File: config.mk
export PLATFORM = sky130hd
export DESIGN_NAME = trunc_squarer
export DESIGN_NICKNAME = d
export VERILOG_FILES = /design/src/rtl/trunc_squarer.sv
export SDC_FILE = /design/constraint.sdc
export NUM_CORES = 1
export LEC_CHECK = 0
export BUFFER_PORTS_ARGS = -buffer_cell sky130_fd_sc_hd__buf_2
export CORE_MARGIN = 3
export CORE_UTILIZATION = 45
export DETAILED_ROUTE_END_ITERATION = 12
export GPL_ROUTABILITY_DRIVEN = 0
export PLACE_DENSITY = 0.76
export SETUP_SLACK_MARGIN = 0.15
export SLEW_MARGIN = 10
export SYNTH_ARGS = -nofsm -noshare
export SYNTH_HDL_FRONTEND = slang
export SYNTH_SLANG_ARGS = --single-unit
File: constraint.sdc
create_clock -name clk -period 0.8 [get_ports clk]
set_input_delay 0.12 -clock clk [delete_from_list [all_inputs] [get_ports clk]]
set_output_delay 0.12 -clock clk [all_outputs]
set_load 0.02 [all_outputs]
File: src/rtl/trunc_squarer.sv
module trunc_squarer #(
  parameter int WIDTH     = 16,
  parameter int DROP_COLS = WIDTH - 4,
  parameter int CORR      = -1,
  parameter bit REG_OUT   = 1'b1
) (
  input  logic             clk,
  input  logic             rst_n,
  input  logic [WIDTH-1:0] x_i,
  output logic [WIDTH-1:0] sq_o
);
  localparam int PW = 2*WIDTH + 1;

  // expected value of the removed columns in quarter units, plus half an output ulp
  function automatic longint unsigned auto_corr();
    longint unsigned q;
    q = 0;
    for (int i = 0; i < WIDTH; i++) begin
      if (2*i < DROP_COLS) q = q + (64'd2 << (2*i));
      for (int j = i + 1; j < WIDTH; j++)
        if (i + j + 1 < DROP_COLS) q = q + (64'd1 << (i + j + 1));
    end
    return (q + (64'd4 << (WIDTH - 1)) + (64'd2 << DROP_COLS)) >> (DROP_COLS + 2);
  endfunction

  localparam longint unsigned CORR_U = (CORR < 0) ? auto_corr() : longint'(CORR);
  localparam logic [PW-1:0]   C_EFF  = PW'(CORR_U << DROP_COLS);

  logic [PW-1:0]    acc;
  logic [WIDTH-1:0] sq_next;

  always_comb begin
    acc = C_EFF;
    for (int i = 0; i < WIDTH; i++) begin
      if (2*i >= DROP_COLS) acc = acc + (PW'(x_i[i]) << (2*i));
      for (int j = i + 1; j < WIDTH; j++)
        if (i + j + 1 >= DROP_COLS) acc = acc + (PW'(x_i[i] & x_i[j]) << (i + j + 1));
    end
  end

  assign sq_next = acc[PW-1] ? '1 : acc[PW-2:WIDTH];

  generate
    if (REG_OUT) begin : g_reg
      always_ff @(posedge clk or negedge rst_n)
        if (!rst_n) sq_o <= '0;
        else        sq_o <= sq_next;
    end else begin : g_comb
      assign sq_o = sq_next;
    end
  endgenerate
endmodule

==> results of run 1 <==
==> logic make-up after synthesis <==
logic type               after synthesis  share of synthesized area (%)
adder cells (fa/ha/maj)              113                           48.5
XOR/XNOR                              13                           2.99
AO/OA/AOI/OAI                         59                           10.1
buffers and inverters                 98                           10.1
multiplexers                           3                          0.788
flip-flops                            16                           10.5
AND/OR/NAND/NOR                      125                           17.0
==> stage by stage <==
step	area (µm²)	TNS, ps	setup WS (ps)	utilization (%)
2_1_floorplan	4010	-54910	-3480	-
3_3_place_gp	4750	-56630	-3550	59.7
3_5_place_dp	4750	-58080	-3660	59.7
4_1_cts	5090	-54160	-3330	63.9
5_1_grt	5150	-56770	-3470	64.7
6_report	5150	-54110	-3330	64.7
==> final timing paths <==
check	from	end	slack (ps)	cells past startpoint
worst max-delay path	x_i[13]	sq_o[14]	-3330	17
worst min-delay path	rst_n	sq_o[6]	290	2
max in group asynchronous	rst_n	sq_o[9]	330	2
min in group clk	sq_o[10]	sq_o[10]	820	1
==> where the power goes <==
group | switching (mW) | total [mW] | internal, mW
logic | 6.03 | 12.8 | 6.77
clock network | 0.263 | 0.700 | 0.436
registers | 0.192 | 1.48 | 1.29
total | 6.49 | 15.0 | 8.50
==> per-layer routing <==
| metal | share of wire, % | global-route usage (%) | vias to the layer above |
|---|---|---|---|
| li1 | - | - | 1582 |
| met1 | 42 | 24.5 | 1623 |
| met2 | 55 | 35.2 | 52 |
| met3 | 3.3 | 3.57 | 2 |
| met4 | 0.16 | 2.02 | 0 |
| met5 | 0 | 0 | - |
==> cells in the mapped netlist, types with 2 or more instances <==
cell type,number
inv_1,85
fa_1,58
ha_1,55
and2_1,48
nand2_1,42
o21ai_0,19
dfrtp_1,16
a21oi_1,12
nor2_1,12
a21o_1,10
clkbuf_1,10
xnor2_1,8
nor2b_1,6
xor2_1,5
nand3_1,4
nor3_1,4
mux2i_1,3
a31oi_1,2
and4_1,2
buf_6,2
o211ai_1,2
o21a_1,2
or3_1,2
==> layout make-up <==
type	count	area [µm²]	share of cell area, %
Multi-Input combinational cell	313	3170	61.5
Timing Repair Buffer	125	1080	20.9
Sequential cell	16	400	7.77
Inverter	85	324	6.29
Tap cell	102	128	2.48
Clock buffer	4	55.1	1.07
==> what timing repair did <==
action                                  4_1_cts  5_1_grt
gates resized for setup                      65       21
pin swaps                                    18       11
endpoints found under the setup margin       32       41
gates cloned                                  1        0
hold buffers                                  1        0
endpoints found under the hold margin        16        0
setup buffers                                 7        0
==> summary.txt, run 1 <==
Status = finished, violations left
Failing checks = setup timing
Routed Antenna Nets = 0
Worst-path clk slew = 60 ps
Final setup fails = 32
Die Y = 98.0 µm
Average cell area after synthesis = 8.93 µm²
CP startpoint kind = input port
Overall power = 15.0 mW
Mapped Nets = 558
Critical path type = in2reg
Slew Limit Headroom = 72.0%
Sink Count = 16
Synth unique cells = 41
Number of global-route vias before repair = 3471
Root buffer selected by CTS = clkbuf_8
Largest fanout on the critical path = 8
Crit share post-route = 517%
Synth Warn # = 0
Slew Limit Fails = 0
Vias = 3259
Starting Density = 47.8%
Biggest regs = sq_o x16
Hold Crit Class = in2async
Peak supply drop = 1.35 mV
Fmax = 242 MHz
All-Layer GR Usage = 19.3%
Initial antenna violation count = 0
Max clock buf depth = 2
P&R area growth vs syn = 35.2%
Commonest non-fill, non-tap cell in the layout = buf_4
Drt pass-1 iters = 4
N_diodes = 0
Max FFs per register = 16
CTS tree = yes
Commonest cells after routing, fill and taps aside = 91 x buf_4, 76 x inv_1, 55 x fa_1
Crit path cell chain = buf_4 -> and2_4 -> fa_1 -> fa_2 -> fa_1 -> inv_1 -> fa_1 -> inv_1 -> ha_2 -> a211o_1 -> a211oi_2 -> nor2_1 -> or3_4 -> a211oi_4 -> buf_4 -> buf_12 -> o211ai_1
DRC = 0
CP required = 920 ps
Max_cap viols = 0
Leading area contributor after synthesis = fa_1
Pwr/cell area = 2910 nW/µm²
IO Pins = 34
Top area cells in the synthesized netlist = fa_1 30%, ha_1 18%, dfrtp_1 11%
Fin cells = 645
Post-Syn Area = 3810 µm²
Post-DP HPWL = 7.59 mm
CP endpoint kind = register
1st-iter DRT viols = 64
Share of cells above drive strength 1 = 30.4%
Critical path's top delay family = adder cells
Post-layout min period = 4130 ps
Post-route setup slack = -3330 ps
Slowest cell on crit path = fa_1
Via/cell ratio = 5.05
Die X = 98.0 µm
RSZ-0062 raised after global routing = true
Post-synthesis sequential element count = 16
Final WL = 8.80 mm
Endpoints failing hold = 0
H-tree level count = 1
Synth top area share = 30.5%
Number of synthesized flops with an enable pin = 0
Worst hold slack = 288 ps
Worst Path Arrival = 4250 ps
Port buffer count = 33
Gr ovfl total = 0
Largest net degree at the start of global routing = 17
Asr flop ratio synth = 100%
Full die area = 9610 µm²
Fill count = 647
Register with the most flip-flops = sq_o
Cells after synthesis = 427
Cells after DPL = 632
Crit-path most repeated cell = fa_1
Num CTS Buffers = 3
First-pass GRT wire length = 15.4 mm
Buf/Inv on CP = 5
FP Rows = 32
Worst path max stage delay = 570 ps
Most common flop cell mapped by yosys = dfrtp_1
Worst slew pin tran = 415 ps
Sequential area share after synthesis = 10.5%
Final net count = 675
CORE AREA = 7970 µm²
Pleak = 2.75 nW
WL/cell = 13.6 µm
No activity file was read; power rests on OpenSTA's default activity.
==> run 2, diff against run 1 <==
--- a/config.mk
+++ b/config.mk
@@ -7,10 +7,11 @@
 export LEC_CHECK = 0
 export BUFFER_PORTS_ARGS = -buffer_cell sky130_fd_sc_hd__buf_2
 export CORE_MARGIN = 3
-export CORE_UTILIZATION = 45
+export CORE_UTILIZATION = 56
+export CTS_CLUSTER_SIZE = 8
 export DETAILED_ROUTE_END_ITERATION = 12
 export GPL_ROUTABILITY_DRIVEN = 0
-export PLACE_DENSITY = 0.76
+export PLACE_DENSITY_LB_ADDON = 0.1
 export SETUP_SLACK_MARGIN = 0.15
 export SLEW_MARGIN = 10
 export SYNTH_ARGS = -nofsm -noshare
==> summary.txt, run 2 (synthesis results as in run 1) <==
Status = finished, violations left (unchanged)
Failing checks = setup timing (unchanged)
Buf/Inv on CP = 5 (unchanged)
Drt pass-1 iters = 4 (unchanged)
Hold Crit Class = in2async (unchanged)
Worst slew pin tran = 367 ps (was 415 ps)
Cells after DPL = 611 (was 632)
FP Rows = 29 (was 32)
Worst-path clk slew = 70 ps (was 60 ps)
Critical path's top delay family = adder cells (unchanged)
Die X = 88.5 µm (was 98.0 µm)
Max_cap viols = 0 (unchanged)
Post-layout min period = 4170 ps (was 4130 ps)
Worst Path Arrival = 4300 ps (was 4250 ps)
IO Pins = 34 (unchanged)
Slew Limit Headroom = 75.3% (was 72.0%)
Crit path cell chain = buf_6 -> inv_1 -> nor2_2 -> fa_1 -> fa_1 -> fa_1 -> inv_1 -> fa_1 -> inv_1 -> ha_4 -> nor3_4 -> o31a_1 -> nor3_4 -> or3_4 -> a211oi_4 -> buf_6 -> o211ai_1 (was buf_4 -> and2_4 -> fa_1 -> fa_2 -> fa_1 -> inv_1 -> fa_1 -> inv_1 -> ha_2 -> a211o_1 -> a211oi_2 -> nor2_1 -> or3_4 -> a211oi_4 -> buf_4 -> buf_12 -> o211ai_1)
Vias = 3418 (was 3259)
Share of cells above drive strength 1 = 34.6% (was 30.4%)
Worst hold slack = 292 ps (was 288 ps)
Full die area = 7830 µm² (was 9610 µm²)
Critical path type = in2reg (unchanged)
Root buffer selected by CTS = clkbuf_8 (unchanged)
Largest fanout on the critical path = 8 (unchanged)
Fin cells = 626 (was 645)
Commonest non-fill, non-tap cell in the layout = buf_4 (unchanged)
Max clock buf depth = 2 (unchanged)
Slowest cell on crit path = fa_1 (unchanged)
CP required = 930 ps (was 920 ps)
Routing usage on met3 = 2.89% (was 3.57%)
Die Y = 88.5 µm (was 98.0 µm)
Setup total negative slack = -54740 ps (was -54110 ps)
Post-route setup slack = -3370 ps (was -3330 ps)
Gr ovfl total = 0 (unchanged)
Pleak = 2.80 nW (was 2.75 nW)
CP endpoint kind = register (unchanged)
Via/cell ratio = 5.46 (was 5.05)
Register with the most flip-flops = sq_o (unchanged)
Grt peak-use layer = met2 (unchanged)
Max FFs per register = 16 (unchanged)
P&R area growth vs syn = 37.8% (was 35.2%)
Crit path depth = 17 (unchanged)
First-pass GRT wire length = 15.2 mm (was 15.4 mm)
Biggest regs = sq_o x16 (unchanged)
1st-iter DRT viols = 153 (was 64)
Peak supply drop = 1.80 mV (was 1.35 mV)
Final WL = 9.61 mm (was 8.80 mm)
Met1 Usage GRT = 30.7% (was 24.5%)
DRC = 0 (unchanged)
WL/cell = 15.4 µm (was 13.6 µm)
N_diodes = 0 (unchanged)
Port buffer count = 33 (unchanged)
Routed Antenna Nets = 0 (unchanged)
Initial antenna violation count = 0 (unchanged)
All-Layer GR Usage = 24.3% (was 19.3%)
Final net count = 681 (was 675)
Slew Limit Fails = 0 (unchanged)
Commonest cells after routing, fill and taps aside = 93 x buf_4, 76 x inv_1, 56 x fa_1 (was 91 x buf_4, 76 x inv_1, 55 x fa_1)
Global Route met2 Usage = 44.0% (was 35.2%)
Num CTS Buffers = 3 (unchanged)
Post-DP HPWL = 7.43 mm (was 7.59 mm)
Number of global-route vias before repair = 3516 (was 3471)
CP startpoint kind = input port (unchanged)
Pwr/cell area = 3230 nW/µm² (was 2910 nW/µm²)
Largest net degree at the start of global routing = 17 (unchanged)
Worst path max stage delay = 550 ps (was 570 ps)
Fmax = 240 MHz (was 242 MHz)
RSZ-0062 raised after global routing = true (unchanged)
Crit-path most repeated cell = fa_1 (unchanged)
CORE AREA = 6460 µm² (was 7970 µm²)
Final setup fails = 32 (unchanged)
Endpoints failing hold = 0 (unchanged)
CTS tree = yes (unchanged)
H-tree level count = 1 (unchanged)
Overall power = 16.9 mW (was 15.0 mW)
Sink Count = 16 (unchanged)
Crit share post-route = 521% (was 517%)
Starting Density = 59.0% (was 47.8%)
-- run 2: cell types whose count changed in the layout (fill, tap and decap cells not counted), moves of 2 or more --
| cell | delta |
|---|---|
| o21ai_0 | -12 |
| buf_4 | +2 |
| nor3_1 | -2 |
| o21ai_2 | +12 |
| buf_6 | +6 |
-- run 2: layer usage --
layer | vias up | part of all wire, % | routed length, µm
met4 | 0 | 3.4 | 329
met2 | 116 | 53 | 5120
li1 | 1599 | - | -
met1 | 1663 | 40 | 3810
met3 | 40 | 3.7 | 354
met5 | - | 0 | 0
-- run 2: where the power goes --
part           switching, mW  internal, mW
logic                   7.05          7.69
clock network          0.286         0.437
registers              0.190          1.29
-- run 2: stage by stage --
stage               instance area (µm²)  setup slack [ps]  util (%)
floorplan                          4010             -3480         -
global placement                   4750             -3590      73.6
detailed placement                 4750             -3630      73.6
CTS                                5100             -3290      78.9
global route                       5250             -3510      81.3
finish                             5250             -3370      81.3
-- run 2: layout make-up --
class / instances / area (µm²)
inverters: 85 / 324
clock buffers: 4 / 55.1
well taps: 77 / 96.3
repair buffers: 131 / 1120
flip-flops and latches: 16 / 400
multi-input cells: 313 / 3260
fillers: 414 / 1210
-- run 2: worst paths after layout --
check,start,endpoint,slack (ps)
setup / recovery,x_i[6],sq_o[14],-3370
hold / removal,rst_n,sq_o[13],290
min in group clk,x_i[15],sq_o[12],800
max in group asynchronous,rst_n,sq_o[5],310
-- run 2: timing repair --
item                                    CTS  global route
pin swaps                                18            18
buffers inserted                          5             4
endpoints found under the setup margin   32            48
hold buffers                              1             0
resized for setup                        84            39
endpoints found under the hold margin    16             0
gates cloned                              1             0
==> run 3, diff against run 2 <==
--- a/config.mk
+++ b/config.mk
@@ -6,8 +6,10 @@
 export NUM_CORES = 1
 export LEC_CHECK = 0
 export BUFFER_PORTS_ARGS = -buffer_cell sky130_fd_sc_hd__buf_2
+export CELL_PAD_IN_SITES_DETAIL_PLACEMENT = 0
+export CELL_PAD_IN_SITES_GLOBAL_PLACEMENT = 2
 export CORE_MARGIN = 3
-export CORE_UTILIZATION = 56
+export CORE_UTILIZATION = 35
 export CTS_CLUSTER_SIZE = 8
 export DETAILED_ROUTE_END_ITERATION = 12
 export GPL_ROUTABILITY_DRIVEN = 0
==> summary.txt, run 3 (synthesis results as in run 1) <==
Status = finished, violations left (unchanged)
Failing checks = setup timing (unchanged)
Hold Crit Class = in2async (unchanged)
RSZ-0062 raised after global routing = true (unchanged)
Port buffer count = 33 (unchanged)
Share of cells above drive strength 1 = 35.1% (was 34.6%)
Post-route setup slack = -3290 ps (was -3370 ps)
Biggest regs = sq_o x16 (unchanged)
IO Pins = 34 (unchanged)
Post-DP HPWL = 7.88 mm (was 7.43 mm)
Number of global-route vias before repair = 3269 (was 3516)
N_diodes = 0 (unchanged)
Largest fanout on the critical path = 8 (unchanged)
Max_cap viols = 0 (unchanged)
Via/cell ratio = 4.73 (was 5.46)
Pre-CTS setup slack = -3640 ps (was -3630 ps)
Drt pass-1 iters = 4 (unchanged)
Gr ovfl total = 0 (unchanged)
Clock network fraction of total power = 4.5% (was 4.3%)
Critical path type = in2reg (unchanged)
Largest net degree at the start of global routing = 17 (unchanged)
Vias = 3242 (was 3418)
Worst-path clk slew = 70 ps (about the same)
CP required = 920 ps (was 930 ps)
Slew Limit Fails = 0 (unchanged)
Routed Antenna Nets = 0 (unchanged)
Final WL = 9.14 mm (was 9.61 mm)
Net Switching = 6.84 mW (was 7.52 mW)
Initial antenna violation count = 0 (unchanged)
Post-layout min period = 4090 ps (was 4170 ps)
Die Y = 110 µm (was 88.5 µm)
Commonest cells after routing, fill and taps aside = 91 x buf_4, 73 x inv_1, 54 x fa_1 (was 93 x buf_4, 76 x inv_1, 56 x fa_1)
H-tree level count = 1 (unchanged)
Register with the most flip-flops = sq_o (unchanged)
Full die area = 12200 µm² (was 7830 µm²)
DRC = 0 (unchanged)
Crit share post-route = 511% (was 521%)
Starting Density = 36.4% (was 59.0%)
Pleak = 2.80 nW (about the same)
Max FFs per register = 16 (unchanged)
Final net count = 682 (was 681)
Slew Limit Headroom = 70.9% (was 75.3%)
Final setup fails = 32 (unchanged)
Fin cells = 686 (was 626)
CORE AREA = 10500 µm² (was 6460 µm²)
P&R area growth vs syn = 40.8% (was 37.8%)
CTS tree = yes (unchanged)
Gate power share = 86.3% (was 87.0%)
CP endpoint kind = register (unchanged)
Root buffer selected by CTS = clkbuf_8 (unchanged)
Max clock buf depth = 2 (unchanged)
Pwr/cell area = 2980 nW/µm² (was 3230 nW/µm²)
FP Rows = 37 (was 29)
All-Layer GR Usage = 15.8% (was 24.3%)
Endpoints failing hold = 0 (unchanged)
Worst Path Arrival = 4210 ps (was 4300 ps)
Peak supply drop = 2.48 mV (was 1.80 mV)
Sink Count = 16 (unchanged)
Reg power frac = 9.2% (was 8.7%)
1st-iter DRT viols = 81 (was 153)
Fill count = 1032 (was 414)
Net Sw Frac = 42.8% (was 44.4%)
Worst slew pin tran = 432 ps (was 367 ps)
Cells after DPL = 672 (was 611)
Die X = 110 µm (was 88.5 µm)
CP startpoint kind = input port (unchanged)
Num CTS Buffers = 3 (unchanged)
Commonest non-fill, non-tap cell in the layout = buf_4 (unchanged)
Fmax = 245 MHz (was 240 MHz)
First-pass GRT wire length = 15.3 mm (was 15.2 mm)
WL/cell = 13.3 µm (was 15.4 µm)
Int Pwr = 9.16 mW (was 9.42 mW)
-- run 3: changes by cell type in the layout (fill, tap and decap cells not counted), moves of 3 or more --
| cell | previous run | this run |
|---|---|---|
| and2_4 | 9 | 5 |
| nand2_1 | 40 | 36 |
| nand2_2 | 0 | 4 |
| and2_1 | 39 | 43 |
| buf_12 | 1 | 5 |
| inv_1 | 76 | 73 |
-- run 3: routing by layer --
layer	global-route usage [%]	vias up	wire (µm)
li1	-	1593	-
met2	29.7	17	4990
met3	1.63	4	94
met1	20.5	1628	4010
met4	1.06	0	50
met5	0	-	0
-- run 3: area by class of cell --
class	count	area (µm²)	area share [%]
clock buffers	4	55.1	1.03
repair buffers	132	1170	21.8
well taps	136	170	3.17
multi-input cells	313	3240	60.4
flip-flops and latches	16	400	7.46
inverters	85	332	6.18
-- run 3: per-stage QoR --
stage / total power, mW / instance area [µm²] / setup TNS [ps] / hold WS, ps / util, %
floorplan: 8.83 / 4010 / -54910 / -176 / -
global placement: 13.3 / 4840 / -57940 / 42.2 / 46.3
detailed placement: 13.3 / 4840 / -57970 / 52.4 / 46.3
CTS: 15.7 / 5280 / -52830 / 317 / 50.5
global route: 17.7 / 5370 / -55570 / 330 / 51.3
finish: 16.0 / 5370 / -53320 / 301 / 51.3
-- run 3: power by group through the flow --
stage,combinational [mW],sequential [mW],clock [mW]
6_report,13.8,1.47,0.716
5_1_grt,15.4,1.51,0.768
4_1_cts,13.5,1.47,0.733
3_5_place_dp,11.9,1.39,0
3_3_place_gp,11.9,1.37,0
2_1_floorplan,6.94,1.90,0
-- run 3: critical path, cell delays in order --
cell and delay [ps]:
buf_12 110, and2_4 150, fa_1 510, inv_2 40
fa_1 490, inv_2 40, fa_1 550, inv_2 40
fa_1 490, inv_2 50, ha_4 250, o21a_1 120
a211oi_2 220, nor2_1 70, or3_4 400, a211oi_4 280
buf_6 170, o211ai_1 100
-- run 3: worst paths after layout --
check / slack (ps) / start / end
max: -3290 / x_i[12] / sq_o[14]
min: 300 / rst_n / sq_o[8]
max in group asynchronous: 310 / rst_n / sq_o[6]
min in group clk: 810 / sq_o[7] / sq_o[7]
-- run 3: what timing repair did --
action                     4_1_cts  5_1_grt
setup buffers                    6        2
gates resized for setup        108       28
pin swaps                       30       23
hold endpoints to repair        16        0
setup endpoints to repair       32       48
cloned                           1        0
hold buffers                     1        0
